[src/rtl/rcb_pkg.sv]
package rcb_pkg;
  localparam int unsigned PB_AW = 24;
  localparam int unsigned PB_DW = 32;
  localparam int unsigned GRP_W = 6;

  localparam int unsigned OFS_CMD  = 0;
  localparam int unsigned OFS_STAT = 1;
  localparam int unsigned OFS_LAT  = 2;
  localparam int unsigned OFS_RST  = 4;

  localparam int unsigned BIT_ANY   = 31;
  localparam int unsigned BIT_BADSZ = 21;
  localparam int unsigned BIT_EACK  = 20;
  localparam int unsigned BIT_TMO   = 19;
  localparam int unsigned BIT_COLL  = 18;
  localparam int unsigned BIT_RVAL  = 17;
  localparam int unsigned BIT_BUSY  = 16;
  localparam int unsigned GRPA_LSB  = 10;
  localparam int unsigned GRPB_LSB  = 2;
  localparam int unsigned CTL_BIT   = 63;

  // all bits of the upper status half that count as an error
  localparam logic [31:0] ERR_MASK = 32'h7FFC_FCFC;

  typedef enum logic [1:0] {
    SZ_BYTE = 2'b00,
    SZ_HALF = 2'b01,
    SZ_RSVD = 2'b10,
    SZ_WORD = 2'b11
  } size_e;

  typedef struct packed {
    logic             we;
    size_e            size;
    logic [PB_AW-1:0] addr;
    logic [PB_DW-1:0] wdata;
  } xact_t;

  function automatic xact_t unpack_cmd(input logic [63:0] w);
    xact_t x;
    x.we    = w[63];
    x.size  = size_e'(w[62:61]);
    x.addr  = w[32+PB_AW-1:32];
    x.wdata = w[PB_DW-1:0];
    return x;
  endfunction

  function automatic logic size_legal(input logic [1:0] s);
    return s != SZ_RSVD;
  endfunction

  function automatic logic [31:0] err_vector(input logic bad, input logic eack,
                                             input logic tmo, input logic coll,
                                             input logic [GRP_W-1:0] ga,
                                             input logic [GRP_W-1:0] gb);
    logic [31:0] v;
    v = '0;
    v[BIT_BADSZ] = bad;
    v[BIT_EACK]  = eack;
    v[BIT_TMO]   = tmo;
    v[BIT_COLL]  = coll;
    v[GRPA_LSB +: GRP_W] = ga;
    v[GRPB_LSB +: GRP_W] = gb;
    return v;
  endfunction

  function automatic logic [31:0] status_hi(input logic [31:0] err, input logic rv,
                                            input logic busy);
    logic [31:0] h;
    h = err & ERR_MASK;
    h[BIT_RVAL] = rv;
    h[BIT_BUSY] = busy;
    h[BIT_ANY]  = |(err & ERR_MASK);
    return h;
  endfunction
endpackage

[src/rtl/rcb_cmd_decode.sv]
module rcb_cmd_decode
  import rcb_pkg::*;
#(
  parameter int unsigned REG_AW = 3
) (
  input  logic              reg_wr_en,
  input  logic [REG_AW-1:0] reg_addr,
  input  logic [63:0]       reg_wdata,
  input  logic              busy,
  output logic              cmd_go,
  output logic              cmd_coll,
  output logic              cmd_bad,
  output logic              stat_clr,
  output logic              soft_rst,
  output xact_t             cmd_fields
);
  logic wr_cmd;

  always_comb begin
    cmd_fields = unpack_cmd(reg_wdata);
    wr_cmd     = reg_wr_en && (reg_addr == REG_AW'(OFS_CMD));
    cmd_coll   = wr_cmd && busy;
    cmd_go     = wr_cmd && !busy && size_legal(cmd_fields.size);
    cmd_bad    = wr_cmd && !busy && !size_legal(cmd_fields.size);
    stat_clr   = reg_wr_en && (reg_addr == REG_AW'(OFS_STAT)) && reg_wdata[CTL_BIT];
    soft_rst   = reg_wr_en && (reg_addr == REG_AW'(OFS_RST)) && reg_wdata[CTL_BIT];
  end
endmodule

[src/rtl/rcb_xact_fsm.sv]
module rcb_xact_fsm
  import rcb_pkg::*;
#(
  parameter int unsigned TIMEOUT_CYCLES = 64
) (
  input  logic             clk,
  input  logic             rst_n,
  input  logic             soft_rst,
  input  logic             cmd_go,
  input  xact_t            cmd_fields,
  input  logic             pb_ack,
  input  logic             pb_err_ack,
  output logic             pb_req,
  output logic             pb_we,
  output logic [1:0]       pb_size,
  output logic [PB_AW-1:0] pb_addr,
  output logic [PB_DW-1:0] pb_wdata,
  output logic             busy,
  output logic             busy_nxt,
  output logic             ev_rd_ok,
  output logic             ev_err_ack,
  output logic             ev_tmo
);
  localparam int unsigned CNT_W = (TIMEOUT_CYCLES > 2) ? $clog2(TIMEOUT_CYCLES) : 1;
  localparam logic [CNT_W-1:0] CNT_LAST = CNT_W'(TIMEOUT_CYCLES - 1);

  typedef enum logic {ST_IDLE, ST_WAIT} st_e;

  st_e              state_q;
  xact_t            xact_q;
  logic [CNT_W-1:0] cnt_q;
  logic             in_wait, ev_ok, finish;

  always_comb begin
    in_wait    = (state_q == ST_WAIT);
    ev_err_ack = in_wait && pb_err_ack;
    ev_ok      = in_wait && pb_ack && !pb_err_ack;
    ev_rd_ok   = ev_ok && !xact_q.we;
    ev_tmo     = in_wait && !pb_ack && !pb_err_ack && (cnt_q == CNT_LAST);
    finish     = ev_ok || ev_err_ack || ev_tmo;
    busy_nxt   = !soft_rst && (cmd_go || (in_wait && !finish));
  end

  always_ff @(posedge clk) begin
    if (!rst_n || soft_rst) begin
      state_q <= ST_IDLE;
      xact_q  <= '0;
      cnt_q   <= '0;
    end else begin
      unique case (state_q)
        ST_IDLE: if (cmd_go) begin
          state_q <= ST_WAIT;
          xact_q  <= cmd_fields;
          cnt_q   <= '0;
        end
        ST_WAIT: if (finish) state_q <= ST_IDLE;
                 else        cnt_q   <= cnt_q + 1'b1;
        default: state_q <= ST_IDLE;
      endcase
    end
  end

  assign busy     = in_wait;
  assign pb_req   = in_wait;
  assign pb_we    = xact_q.we;
  assign pb_size  = xact_q.size;
  assign pb_addr  = xact_q.addr;
  assign pb_wdata = xact_q.wdata;

  assert_req_held_R3: assert property (@(posedge clk) disable iff (!rst_n)
    (pb_req && !pb_ack && !pb_err_ack && !ev_tmo && !soft_rst)
      |=> (pb_req && $stable(pb_addr) && $stable(pb_we) && $stable(pb_wdata) && $stable(pb_size)));

  assert_req_drop_R3: assert property (@(posedge clk) disable iff (!rst_n)
    (pb_req && (pb_ack || pb_err_ack)) |=> !pb_req);

  assert_tmo_drop_R6: assert property (@(posedge clk) disable iff (!rst_n)
    ev_tmo |=> !pb_req);

  assert_cnt_bound_R6: assert property (@(posedge clk) disable iff (!rst_n)
    pb_req |-> (cnt_q <= CNT_LAST));
endmodule

[src/rtl/rcb_status.sv]
module rcb_status
  import rcb_pkg::*;
(
  input  logic             clk,
  input  logic             rst_n,
  input  logic             soft_rst,
  input  logic             stat_clr,
  input  logic             cmd_go,
  input  logic             cmd_coll,
  input  logic             cmd_bad,
  input  logic [63:0]      cmd_word,
  input  logic             busy,
  input  logic             busy_nxt,
  input  logic             ev_rd_ok,
  input  logic             ev_err_ack,
  input  logic             ev_tmo,
  input  logic [PB_DW-1:0] pb_rdata,
  input  logic [GRP_W-1:0] grp_a_err,
  input  logic [GRP_W-1:0] grp_b_err,
  output logic [63:0]      status_word,
  output logic [63:0]      latched_word,
  output logic [63:0]      cmd_echo
);
  logic [31:0]      err_q, err_nxt;
  logic             rv_q, rv_nxt;
  logic [PB_DW-1:0] rd_q, rd_nxt;
  logic [63:0]      lat_q, stat_nxt;
  logic             held_q, held_base, fail_ev;
  logic [63:0]      echo_q;

  always_comb begin
    err_nxt = (stat_clr ? 32'h0 : err_q)
            | err_vector(cmd_bad, ev_err_ack, ev_tmo, cmd_coll, grp_a_err, grp_b_err);
    if (cmd_go)        rv_nxt = 1'b0;
    else if (ev_rd_ok) rv_nxt = 1'b1;
    else if (stat_clr) rv_nxt = 1'b0;
    else               rv_nxt = rv_q;
    if (ev_rd_ok)      rd_nxt = pb_rdata;
    else if (stat_clr) rd_nxt = '0;
    else               rd_nxt = rd_q;
    stat_nxt  = {status_hi(err_nxt, rv_nxt, busy_nxt), rd_nxt};
    fail_ev   = cmd_bad || cmd_coll || ev_err_ack || ev_tmo;
    held_base = held_q && !stat_clr;
  end

  always_ff @(posedge clk) begin
    if (!rst_n || soft_rst) begin
      err_q  <= '0;
      rv_q   <= 1'b0;
      rd_q   <= '0;
      lat_q  <= '0;
      held_q <= 1'b0;
      echo_q <= '0;
    end else begin
      err_q <= err_nxt;
      rv_q  <= rv_nxt;
      rd_q  <= rd_nxt;
      if (cmd_go) echo_q <= cmd_word;
      if (fail_ev && !held_base) begin
        lat_q  <= stat_nxt;
        held_q <= 1'b1;
      end else if (stat_clr) begin
        lat_q  <= '0;
        held_q <= 1'b0;
      end
    end
  end

  assign status_word  = {status_hi(err_q, rv_q, busy), rd_q};
  assign latched_word = lat_q;
  assign cmd_echo     = echo_q;

  assert_eack_flag_R5: assert property (@(posedge clk) disable iff (!rst_n)
    (ev_err_ack && !soft_rst) |=> (status_word[32+BIT_EACK] && status_word[63] && !status_word[32+BIT_RVAL]));

  assert_rd_capture_R4: assert property (@(posedge clk) disable iff (!rst_n)
    (ev_rd_ok && !soft_rst) |=> (status_word[32+BIT_RVAL] && status_word[31:0] == $past(pb_rdata)));

  assert_rv_clear_R4: assert property (@(posedge clk) disable iff (!rst_n)
    cmd_go |=> !status_word[32+BIT_RVAL]);

  assert_tmo_flag_R6: assert property (@(posedge clk) disable iff (!rst_n)
    (ev_tmo && !soft_rst) |=> (status_word[32+BIT_TMO] && status_word[63]));

  assert_grp_sticky_R9: assert property (@(posedge clk) disable iff (!rst_n)
    ((|grp_a_err || |grp_b_err) && !soft_rst) |=> status_word[63]);

  assert_lat_hold_R10: assert property (@(posedge clk) disable iff (!rst_n)
    (held_q && !stat_clr && !soft_rst) |=> $stable(latched_word));
endmodule

[src/rtl/regcmd_pbus_bridge.sv]
module regcmd_pbus_bridge
  import rcb_pkg::*;
#(
  parameter int unsigned REG_AW         = 3,
  parameter int unsigned TIMEOUT_CYCLES = 64
) (
  input  logic              clk,
  input  logic              rst_n,
  input  logic              reg_wr_en,
  input  logic [REG_AW-1:0] reg_addr,
  input  logic [63:0]       reg_wdata,
  output logic [63:0]       reg_rdata,
  output logic              pb_req,
  output logic              pb_we,
  output logic [1:0]        pb_size,
  output logic [23:0]       pb_addr,
  output logic [31:0]       pb_wdata,
  input  logic              pb_ack,
  input  logic              pb_err_ack,
  input  logic [31:0]       pb_rdata,
  input  logic [5:0]        grp_a_err,
  input  logic [5:0]        grp_b_err
);
  logic        cmd_go, cmd_coll, cmd_bad, stat_clr, soft_rst;
  xact_t       cmd_fields;
  logic        busy, busy_nxt, ev_rd_ok, ev_err_ack, ev_tmo;
  logic [63:0] status_word, latched_word, cmd_echo;

  rcb_cmd_decode #(.REG_AW(REG_AW)) u_dec (
    .reg_wr_en (reg_wr_en),
    .reg_addr  (reg_addr),
    .reg_wdata (reg_wdata),
    .busy      (busy),
    .cmd_go    (cmd_go),
    .cmd_coll  (cmd_coll),
    .cmd_bad   (cmd_bad),
    .stat_clr  (stat_clr),
    .soft_rst  (soft_rst),
    .cmd_fields(cmd_fields)
  );

  rcb_xact_fsm #(.TIMEOUT_CYCLES(TIMEOUT_CYCLES)) u_fsm (
    .clk       (clk),
    .rst_n     (rst_n),
    .soft_rst  (soft_rst),
    .cmd_go    (cmd_go),
    .cmd_fields(cmd_fields),
    .pb_ack    (pb_ack),
    .pb_err_ack(pb_err_ack),
    .pb_req    (pb_req),
    .pb_we     (pb_we),
    .pb_size   (pb_size),
    .pb_addr   (pb_addr),
    .pb_wdata  (pb_wdata),
    .busy      (busy),
    .busy_nxt  (busy_nxt),
    .ev_rd_ok  (ev_rd_ok),
    .ev_err_ack(ev_err_ack),
    .ev_tmo    (ev_tmo)
  );

  rcb_status u_stat (
    .clk         (clk),
    .rst_n       (rst_n),
    .soft_rst    (soft_rst),
    .stat_clr    (stat_clr),
    .cmd_go      (cmd_go),
    .cmd_coll    (cmd_coll),
    .cmd_bad     (cmd_bad),
    .cmd_word    (reg_wdata),
    .busy        (busy),
    .busy_nxt    (busy_nxt),
    .ev_rd_ok    (ev_rd_ok),
    .ev_err_ack  (ev_err_ack),
    .ev_tmo      (ev_tmo),
    .pb_rdata    (pb_rdata),
    .grp_a_err   (grp_a_err),
    .grp_b_err   (grp_b_err),
    .status_word (status_word),
    .latched_word(latched_word),
    .cmd_echo    (cmd_echo)
  );

  // unmapped offsets read as zero
  always_comb begin
    if (reg_addr == REG_AW'(OFS_CMD))       reg_rdata = cmd_echo;
    else if (reg_addr == REG_AW'(OFS_STAT)) reg_rdata = status_word;
    else if (reg_addr == REG_AW'(OFS_LAT))  reg_rdata = latched_word;
    else                                    reg_rdata = '0;
  end

  assert_no_start_on_coll_R7: assert property (@(posedge clk) disable iff (!rst_n)
    (reg_wr_en && reg_addr == REG_AW'(OFS_CMD) && pb_req && !pb_ack && !pb_err_ack && !ev_tmo)
      |=> $stable(cmd_echo));

  assert_bad_size_R8: assert property (@(posedge clk) disable iff (!rst_n)
    (reg_wr_en && reg_addr == REG_AW'(OFS_CMD) && !pb_req && reg_wdata[62:61] == 2'b10)
      |=> (!pb_req && status_word[32+BIT_BADSZ]));
endmodule

[config.mk]
export PLATFORM = sky130hd
export DESIGN_NAME = regcmd_pbus_bridge
export DESIGN_NICKNAME = d
export VERILOG_FILES = /design/src/rtl/rcb_pkg.sv /design/src/rtl/rcb_cmd_decode.sv /design/src/rtl/rcb_xact_fsm.sv /design/src/rtl/rcb_status.sv /design/src/rtl/regcmd_pbus_bridge.sv
export SDC_FILE = /design/constraint.sdc
export NUM_CORES = 1
export LEC_CHECK = 0
export BUFFER_PORTS_ARGS = -buffer_cell sky130_fd_sc_hd__buf_2
export CAP_MARGIN = 0
export CELL_PAD_IN_SITES_DETAIL_PLACEMENT = 0
export CELL_PAD_IN_SITES_GLOBAL_PLACEMENT = 1
export CORE_MARGIN = 2
export CORE_UTILIZATION = 44
export DETAILED_ROUTE_END_ITERATION = 7
export GPL_TIMING_DRIVEN = 0
export PLACE_DENSITY_LB_ADDON = 0.15
export RECOVER_POWER = 100
export SYNTH_ARGS = -nofsm -noshare
export SYNTH_HDL_FRONTEND = slang
export SYNTH_SLANG_ARGS = --single-unit
[constraint.sdc]
create_clock -name clk -period 4.7 [get_ports clk]
set_input_delay 0.94 -clock clk [delete_from_list [all_inputs] [get_ports clk]]
set_output_delay 0.94 -clock clk [all_outputs]
set_load 0.02 [all_outputs]
==> impl_metrics.toml, run 1 <==
[outcome]
status = "finished, final reports clean"

[yosys]
synth.top_cell.area_share_pct = 47.4
syn-num-nets = 1183
netlist_instances = 1066
synth_cell_types = 46
synth_top_family_by_area = "compound AO/OA/AOI/OAI gates"
synth_compound_area_share_pct = 20.6
syn-cell-area_mm2 = 0.0105
synth-xor-area-share_pct = 0.0833
synth.largest_area_cell = "dfxtp_1"
synth.avg_cell_area_um2 = 9.86
ys_seq_area_share_pct = 47.4
ys_warn_count = 0
synth.area.mux_share_pct = 13.8
synth_area_leaders = "dfxtp_1 (47%), a22o_1 (9.5%), mux2_4 (6.7%)"
synth-seq-cells = 249
synth-adder-area-share_pct = 0.119
synthSimpleGateAreaFrac_pct = 13.2

[detailed_routing]
wl_um = 32100
initialDrtViolationCount = 536
drt-vias-per-instance = 5.36
drtAntennaViolNets = 0
route.vias.total = 8974
firstDrtPassIters = 5
drc_errors = 0
wl_per_cell_um = 19.2

[clock_network]
cts_tree = "done"
numCtsBuffers = 26
ctsResizeCount = 0
cts_root_buf = "clkbuf_16"
clk_latency_ns = 0.53
htreeDepth = 1
cts_hold_buf = 0
clkTransAtPathRegs_ns = 0.06
clockBufferDepth = 3
post_cts_buffers = 0
cts.sinks = 249

[min_path]
hold_path.class = "reg2reg"
min_path_cells = 2

[floorplanning]
start_util_pct = 44.8
dieWidth_um = 159
dieArea_mm2 = 0.0251
die_h_um = 159
coreArea_mm2 = 0.0235
pin_count = 240
placementRows = 56

[worst_setup_path]
reg2reg_to = "u_fsm.pb_wdata[28]"
cp-endpoint = "reg_rdata[61]"
cp-start-kind = "input port"
ff2ff_setup_slack_ns = 1.26
cp_max_fo = 10
worst-r2r-cell-count = 6
path_cells = "clkbuf_1 > clkbuf_1 > nor2b_1 > clkbuf_1 > clkbuf_1 > clkbuf_1 > a21oi_1 > nor2_1 > clkbuf_1"
cp_slowest_cell = "clkbuf_1"
crit_path_end_kind = "output port"
reg2reg_from = "u_fsm.busy"
worstPathArrival_ns = 3.52
max_stage_delay_ns = 0.57
crit_start = "reg_addr[1]"
timing.critical_path.mode_cell = "clkbuf_1"
cp.required_ns = 3.76
crit_type = "in2out"

[pwr]
power_leakage_uw = 0.00533
vdd_ir_drop_max_mv = 0.245
power_density_mw_per_mm2 = 369

[sta]
setup_viol = 0
worst_pin_slew_ns = 1.10
hold_violations = 0
finalCriticalPeriod_ns = 4.46
slew_viol_final = 0
skew_ns = 0.00532
finalCritPeriodShare_pct = 94.8
grt_setup_unrepaired = "false"
fmaxAchievable_mhz = 224
slew_headroom_pct = 26.7
tns_ns = 0

[global_routing]
grt_pass1_wl_um = 48700
grt_pass1_vias = 8610
grt.total_usage_pct = 25.0
grt_antenna_before_repair = 4
grt-ovfl-total = 0
grt_start_max_net_pins = 15

[layout]
finalInstanceArea_mm2 = 0.0126
nets = 1449
area.sequential_mm2 = 0.00498
area.growth.synth_to_final_pct = 19.7
drive_gt1_share_pct = 13.8
multi_input_area_mm2 = 0.00484
fillers = 2345

[run]
drv_cap = 0

[place]
dp_hpwl_um = 23400
gp_congestion = 0.845
port_buffers = 238
place_area_mm2 = 0.0121
## placed cells by master (no fill, tap or decap), drive strengths merged, types with 3 or more instances in the layout
cell    instances
dfxtp         249
clkbuf        243
buf           130
nor2          123
a22o          114
a21oi         105
and3           71
mux2i          63
mux2           57
nand2          48
o211ai         34
a21boi         17
o21a           17
nand3          12
o21ai           9
clkinv          8
nor4            5
and2            5
inv             4
bufinv          4
diode           3
nand4           3
or3             3
## cells by family (layout without fill, tap and decap cells)
family	Yosys count	count (layout)
compound gates	306	306
xor+xnor	1	1
fa+ha+maj	1	1
buf+inv	105	391
flops	249	249
mux	120	120
other cells	0	3
simple gates	284	284
## layout make-up
cell class                      count  share of cell area, %
Multi-Input combinational cell    712                   38.4
Tap cell                          319                   3.17
Antenna cell                        3                 0.0597
Inverter                            4                  0.119
Buffer                            101                   3.12
Timing Repair Buffer              238                   8.29
Sequential cell                   249                   39.6
Clock inverter                     14                   1.42
Clock buffer                       34                   5.74
## power breakdown
group / switching [µW] / internal (µW)
clock: 866 / 1300
sequential: 19.7 / 2140
combinational: 207 / 105
## metal layers
| metal | track usage (%) | vias up | wire, µm |
|---|---|---|---|
| met3 | 4.71 | 43 | 2050 |
| met4 | 5.53 | 2 | 646 |
| met1 | 33.8 | 4242 | 14600 |
| met2 | 41.5 | 278 | 14900 |
| li1 | - | 4409 | - |
| met5 | 0 | - | 13 |
## critical path: cells and delay by family
kind                   cells  cell delay, ns
AOI/OAI and AO/OA          1            0.18
buffers and inverters      6            2.09
and+or+nand+nor            2            0.29
## metrics by stage
stage / std cells / power, µW / util, % / hold WS, ns / setup WS, ns
after floorplan: 1066 / 2380 / - / 0.434 / 1.29
after global placement: 1623 / 2530 / 51.6 / 0.445 / 0.530
after detailed placement: 1623 / 2530 / 51.6 / 0.449 / 0.464
after CTS: 1671 / 4690 / 55.4 / 0.459 / 0.442
after global routing: 1672 / 4790 / 53.6 / 0.478 / 0.125
final: 1674 / 4640 / 53.6 / 0.459 / 0.244
## Yosys cell counts (all sizes together)
master	number
mux2	57
nor4b	1
ha	1
o31ai	1
nand3	12
xnor2	1
nor2b	2
a21boi	17
a22o	114
inv	4
nor3	2
o21ai	9
a32o	1
nor4	5
a21o	1
mux2i	63
a21oi	105
o31a	1
nand2	48
a41oi	1
buf	38
o21a	17
nor4bb	2
a211oi	2
o21bai	1
nand3b	1
nand4	3
and4	1
or3	3
and2	5
nand2b	1
nor3b	2
nand4bb	2
and3	71
o2111ai	1
o211ai	34
dfxtp	249
clkbuf	63
a32oi	1
nor2	123
## sequential cells by signal, summed over array words and instances, names as in the netlist, 2 cells and up
| register | count |
|---|---|
| u_fsm.pb_wdata | 32 |
| u_fsm.pb_size | 2 |
| u_stat.latched_word | 60 |
| u_stat.cmd_echo | 64 |
| u_fsm.pb_addr | 24 |
| u_stat.err_q | 25 |
| u_fsm.cnt_q | 6 |
| u_stat.rd_q | 32 |
## worst min path at each step
stage                                  from                       to
finish                  u_stat.cmd_echo[60]      u_stat.cmd_echo[60]
global placement    u_stat.latched_word[63]  u_stat.latched_word[63]
global route            u_stat.cmd_echo[33]      u_stat.cmd_echo[33]
detailed placement      u_stat.cmd_echo[40]      u_stat.cmd_echo[40]
CTS                 u_stat.latched_word[63]  u_stat.latched_word[63]
floorplan               u_stat.cmd_echo[32]      u_stat.cmd_echo[32]
Note: power is estimated with default switching activity, not from simulation.
==> inputs of run 2 (changes only) <==
==> constraint.sdc (replaced) <==
create_clock -name clk -period 4.7 [get_ports clk]
set_input_delay 0.47 -clock clk [delete_from_list [all_inputs] [get_ports clk]]
set_output_delay 0.47 -clock clk [all_outputs]
set_load 0.02 [all_outputs]
==> impl_metrics.toml, run 2 (same netlist as run 1, synthesis figures left out) <==
[detailed_routing]
firstDrtPassIters = 5
wl_per_cell_um = 19.2
initialDrtViolationCount = 556
drtAntennaViolNets = 0
wl_um = 32100
drc_errors = 0
drt-vias-per-instance = 5.39
route.vias.total = 9020

[sta]
setup_viol = 0
tns_ns = 0
grt_setup_unrepaired = "false"
hold_violations = 0
slew_viol_final = 0
worst_pin_slew_ns = 1.10
slew_headroom_pct = 26.5
skew_ns = 0.00626
finalCritPeriodShare_pct = 75.4
fmaxAchievable_mhz = 282
finalCriticalPeriod_ns = 3.55

[floorplanning]
pin_count = 240
die_h_um = 159
dieArea_mm2 = 0.0251
placementRows = 56
start_util_pct = 44.8
dieWidth_um = 159
coreArea_mm2 = 0.0235

[pwr]
power_leakage_uw = 0.00533
vdd_ir_drop_max_mv = 0.245
power_density_mw_per_mm2 = 369

[layout]
area.sequential_mm2 = 0.00498
largest_reg_flops = 64
nets = 1449
final_util_pct = 53.7
final_cell_mix = "dfxtp_1 (249), clkbuf_1 (212), buf_2 (127), nor2_1 (123), a22o_1 (114)"
drive_gt1_share_pct = 14.0
final_common_cell = "dfxtp_1"
area.growth.synth_to_final_pct = 19.8
fillers = 2349
multi_input_area_mm2 = 0.00485

[clock_network]
htreeDepth = 1
clk_latency_ns = 0.53
ctsResizeCount = 0
numCtsBuffers = 26
cts_tree = "done"
clkTransAtPathRegs_ns = 0.06
cts_hold_buf = 0
cts.sinks = 249
post_cts_buffers = 0
clockBufferDepth = 3
cts_root_buf = "clkbuf_16"

[run]
drv_cap = 0

[worst_setup_path]
cp-start-kind = "input port"
cp.required_ns = 4.23
cp_max_fo = 10
crit_path_end_kind = "output port"
worst-r2r-cell-count = 6
ff2ff_setup_slack_ns = 1.32
worstPathArrival_ns = 3.08
crit_type = "in2out"

[place]
port_buffers = 238
gp_congestion = 0.845
dp_hpwl_um = 23400

[global_routing]
grt_pass1_vias = 8610
grt_pass1_wl_um = 48700
grt_start_max_net_pins = 15
grt-ovfl-total = 0
grt_antenna_before_repair = 4
grt.total_usage_pct = 25.0

[outcome]
status = "finished, final reports clean"

[min_path]
min_path_cells = 2
hold_path.class = "in2reg"
## run 2: report_power, final
part           leakage, µW  switching (µW)  internal [µW]  total [µW]
registers          0.00201            19.6           2140        2160
clock network     0.000441             867           1300        2170
logic              0.00288             208            107         314
## run 2: worst max-delay path, stage by stage
cell and delay, ns:
clkbuf_1 0.16, clkbuf_1 0.35, nor2b_1 0.18, clkbuf_1 0.32, clkbuf_1 0.57, clkbuf_1 0.46, a21oi_1 0.19, nor2_1 0.12
clkbuf_1 0.24
## run 2: cell type report
cell class,count,share of cell area (%)
flip-flops and latches,249,39.6
inverters,4,0.119
clock buffers,34,5.73
well taps,319,3.17
multi-input cells,712,38.5
repair buffers,238,8.29
clock inverters,14,1.42
diodes,4,0.0795
plain buffers,101,3.13
## run 2: layer usage
metal  share of wire [%]  global-route usage [%]  up-vias
li1                    -                       -     4407
met1                  45                    33.8     4278
met2                  46                    41.5      292
met3                 6.5                    4.71       41
met4                 2.0                    5.53        2
met5               0.040                       0        -
## run 2: per-stage QoR
stage                     total power (µW)  hold slack (ns)  worst slack (ns)  instances  cell area (µm²)
after global routing                  4790            0.170             0.961       1672            12600
after global placement                2530            0.445              1.47       1623            12100
after floorplan                       2380            0.434              2.23       1066            10500
after CTS                             4690            0.154              1.38       1671            13000
after detailed placement              2530            0.449              1.40       1623            12100
final                                 4640            0.172              1.15       1675            12600
## run 2: final timing paths
check	end	start
min	u_fsm.pb_wdata[0]	reg_wdata[0]
max reg2reg	u_fsm.pb_wdata[3]	u_fsm.busy
max	reg_rdata[53]	reg_addr[1]
min reg2reg	u_stat.cmd_echo[60]	u_stat.cmd_echo[60]
==> inputs of run 3 (changes only) <==
--- a/config.mk
+++ b/config.mk
@@ -10,7 +10,7 @@
 export CELL_PAD_IN_SITES_DETAIL_PLACEMENT = 0
 export CELL_PAD_IN_SITES_GLOBAL_PLACEMENT = 1
 export CORE_MARGIN = 2
-export CORE_UTILIZATION = 44
+export CORE_UTILIZATION = 41
 export DETAILED_ROUTE_END_ITERATION = 7
 export GPL_TIMING_DRIVEN = 0
 export PLACE_DENSITY_LB_ADDON = 0.15
==> constraint.sdc (replaced) <==
create_clock -name clk -period 3.3 [get_ports clk]
set_input_delay 0.33 -clock clk [delete_from_list [all_inputs] [get_ports clk]]
set_output_delay 0.33 -clock clk [all_outputs]
set_load 0.02 [all_outputs]
==> impl_metrics.toml, run 3 (same netlist as run 1, synthesis figures left out) <==
[floorplanning]
dieWidth_um = 164
coreArea_mm2 = 0.0252
start_util_pct = 41.7
die_h_um = 164
dieArea_mm2 = 0.0269
placementRows = 58
pin_count = 240

[clock_network]
cts_root_buf = "clkbuf_16"
htreeDepth = 1
cts.sinks = 249
numCtsBuffers = 28
clockBufferDepth = 3
clkTransAtPathRegs_ns = 0.06
ctsResizeCount = 0
clk_latency_ns = 0.55
cts_tree = "done"

[pwr]
power_frac_seq_pct = 43.2
swShare_pct = 23.0
combPwrFrac_pct = 6.7
pwr-share-clk_pct = 50.1
power_leakage_uw = 0.00555
p_int_uw = 5480
vdd_ir_drop_max_mv = 0.433
power_density_mw_per_mm2 = 546
p_total_uw = 7120
netSwitchingPower_uw = 1640

[global_routing]
grt_pass1_wl_um = 50700
grt.total_usage_pct = 23.9
grt-ovfl-total = 0
grt_antenna_before_repair = 0
grt_start_max_net_pins = 15
grt_pass1_vias = 9212

[sta]
tns_ns = 0
finalCriticalPeriod_ns = 3.12
setup_viol = 0
finalCritPeriodShare_pct = 94.6
hold_violations = 0
whs_ns = 0.0143
grt_setup_unrepaired = "false"
skew_ns = 0.0226
slew_viol_final = 0
slew_headroom_pct = 23.4
fmaxAchievable_mhz = 320
worst_pin_slew_ns = 1.15

[detailed_routing]
drc_errors = 0
route.vias.total = 9100
drt-vias-per-instance = 5.32
firstDrtPassIters = 5
drtAntennaViolNets = 0
wl_per_cell_um = 19.4
wl_um = 33200
initialDrtViolationCount = 548

[outcome]
status = "finished, final reports clean"

[place]
port_buffers = 238
dp_hpwl_um = 23900
place_area_mm2 = 0.0121
dp_cells = 1634
gp_congestion = 0.813

[worst_setup_path]
cp_slowest_cell = "clkbuf_1"
timing.critical_path.mode_cell = "clkbuf_1"
worstPathArrival_ns = 2.79
reg2reg_from = "u_fsm.busy"
reg2reg_to = "u_fsm.pb_wdata[2]"
max_stage_delay_ns = 0.55
cp_max_fo = 10
worst-r2r-cell-count = 6
crit_family = "buffers and inverters"
crit_path_end_kind = "output port"
cp.required_ns = 2.97
cp_num_buf_inv = 6
cp-start-kind = "input port"
crit_type = "in2out"
path_cells = "buf_6 > clkbuf_1 > nor2b_1 > clkbuf_1 > clkbuf_1 > clkbuf_1 > a21oi_1 > nor2_1 > clkbuf_1"
ff2ff_setup_slack_ns = 0.30

[min_path]
min_path_cells = 2
hold_path.class = "in2reg"
min_from = "grp_a_err[5]"
holdPathEnd = "u_stat.err_q[15]"

[run]
drv_cap = 0

[layout]
drive_gt1_share_pct = 14.8
diodes = 0
final_cell_mix = "dfxtp_1 (249), clkbuf_1 (200), buf_2 (128), nor2_1 (123), a22o_1 (114)"
finalInstanceArea_mm2 = 0.0131
fillers = 2545
final_common_cell = "dfxtp_1"
area.growth.synth_to_final_pct = 24.2
area.sequential_mm2 = 0.00498
multi_input_area_mm2 = 0.00485
largest_reg_flops = 64
nets = 1476
final-instance-count-excl-fill = 1711
## run 3: cell count changes in the layout (fill, tap and decap cells not counted), moves of 4 or more
cell | before | now
dlygate4sd3_1 | 0 | 25
clkbuf_1 | 212 | 200
clkbuf_8 | 2 | 7
diode_2 | 4 | 0
## run 3: layout make-up
type,instances,share of cell area (%)
inverters,4,0.115
well taps,330,3.16
clock inverters,16,2.11
clock buffers,36,6.14
repair buffers,263,9.89
flip-flops and latches,249,38.2
plain buffers,101,3.23
multi-input cells,712,37.2
## run 3: power by group through the flow
stage	Combinational (µW)	Sequential, µW	Clock, µW
finish	475	3080	3570
global route	512	3080	3750
CTS	490	3080	3620
detailed placement	464	3140	0
global placement	463	3140	0
floorplan	238	3150	0
## run 3: how the worst max path moves through the flow
stage | cells after the start | to | start | slack (ns)
6_report | 9 | reg_rdata[60] | reg_addr[1] | 0.18
2_1_floorplan | 8 | reg_rdata[53] | reg_addr[1] | 1.11
5_1_grt | 9 | reg_rdata[55] | reg_addr[1] | 0.06
4_1_cts | 9 | reg_rdata[61] | reg_addr[1] | 0.28
3_3_place_gp | 9 | reg_rdata[62] | reg_addr[1] | 0.29
3_5_place_dp | 9 | reg_rdata[61] | reg_addr[1] | 0.31
## run 3: per-stage QoR
step	setup WS (ns)	utilization (%)
after floorplan	1.11	-
after global placement	0.293	48.1
after detailed placement	0.312	48.1
after CTS	0.282	53.4
after global routing	0.0645	51.8
final	0.178	51.8
## run 3: layer usage
| metal | vias up | wire length [µm] | track usage (%) | part of all wire (%) |
|---|---|---|---|---|
| met3 | 45 | 2290 | 3.99 | 6.9 |
| li1 | 4456 | - | - | - |
| met4 | 0 | 733 | 6.74 | 2.2 |
| met1 | 4294 | 15300 | 32.4 | 46 |
| met2 | 305 | 14900 | 39.4 | 45 |
| met5 | - | 0 | 0 | 0 |
## run 3: timing repair
action / in CTS / in global routing
hold buffers: 25 / 0
hold endpoints to repair: 33 / 0
setup buffers: 0 / 0
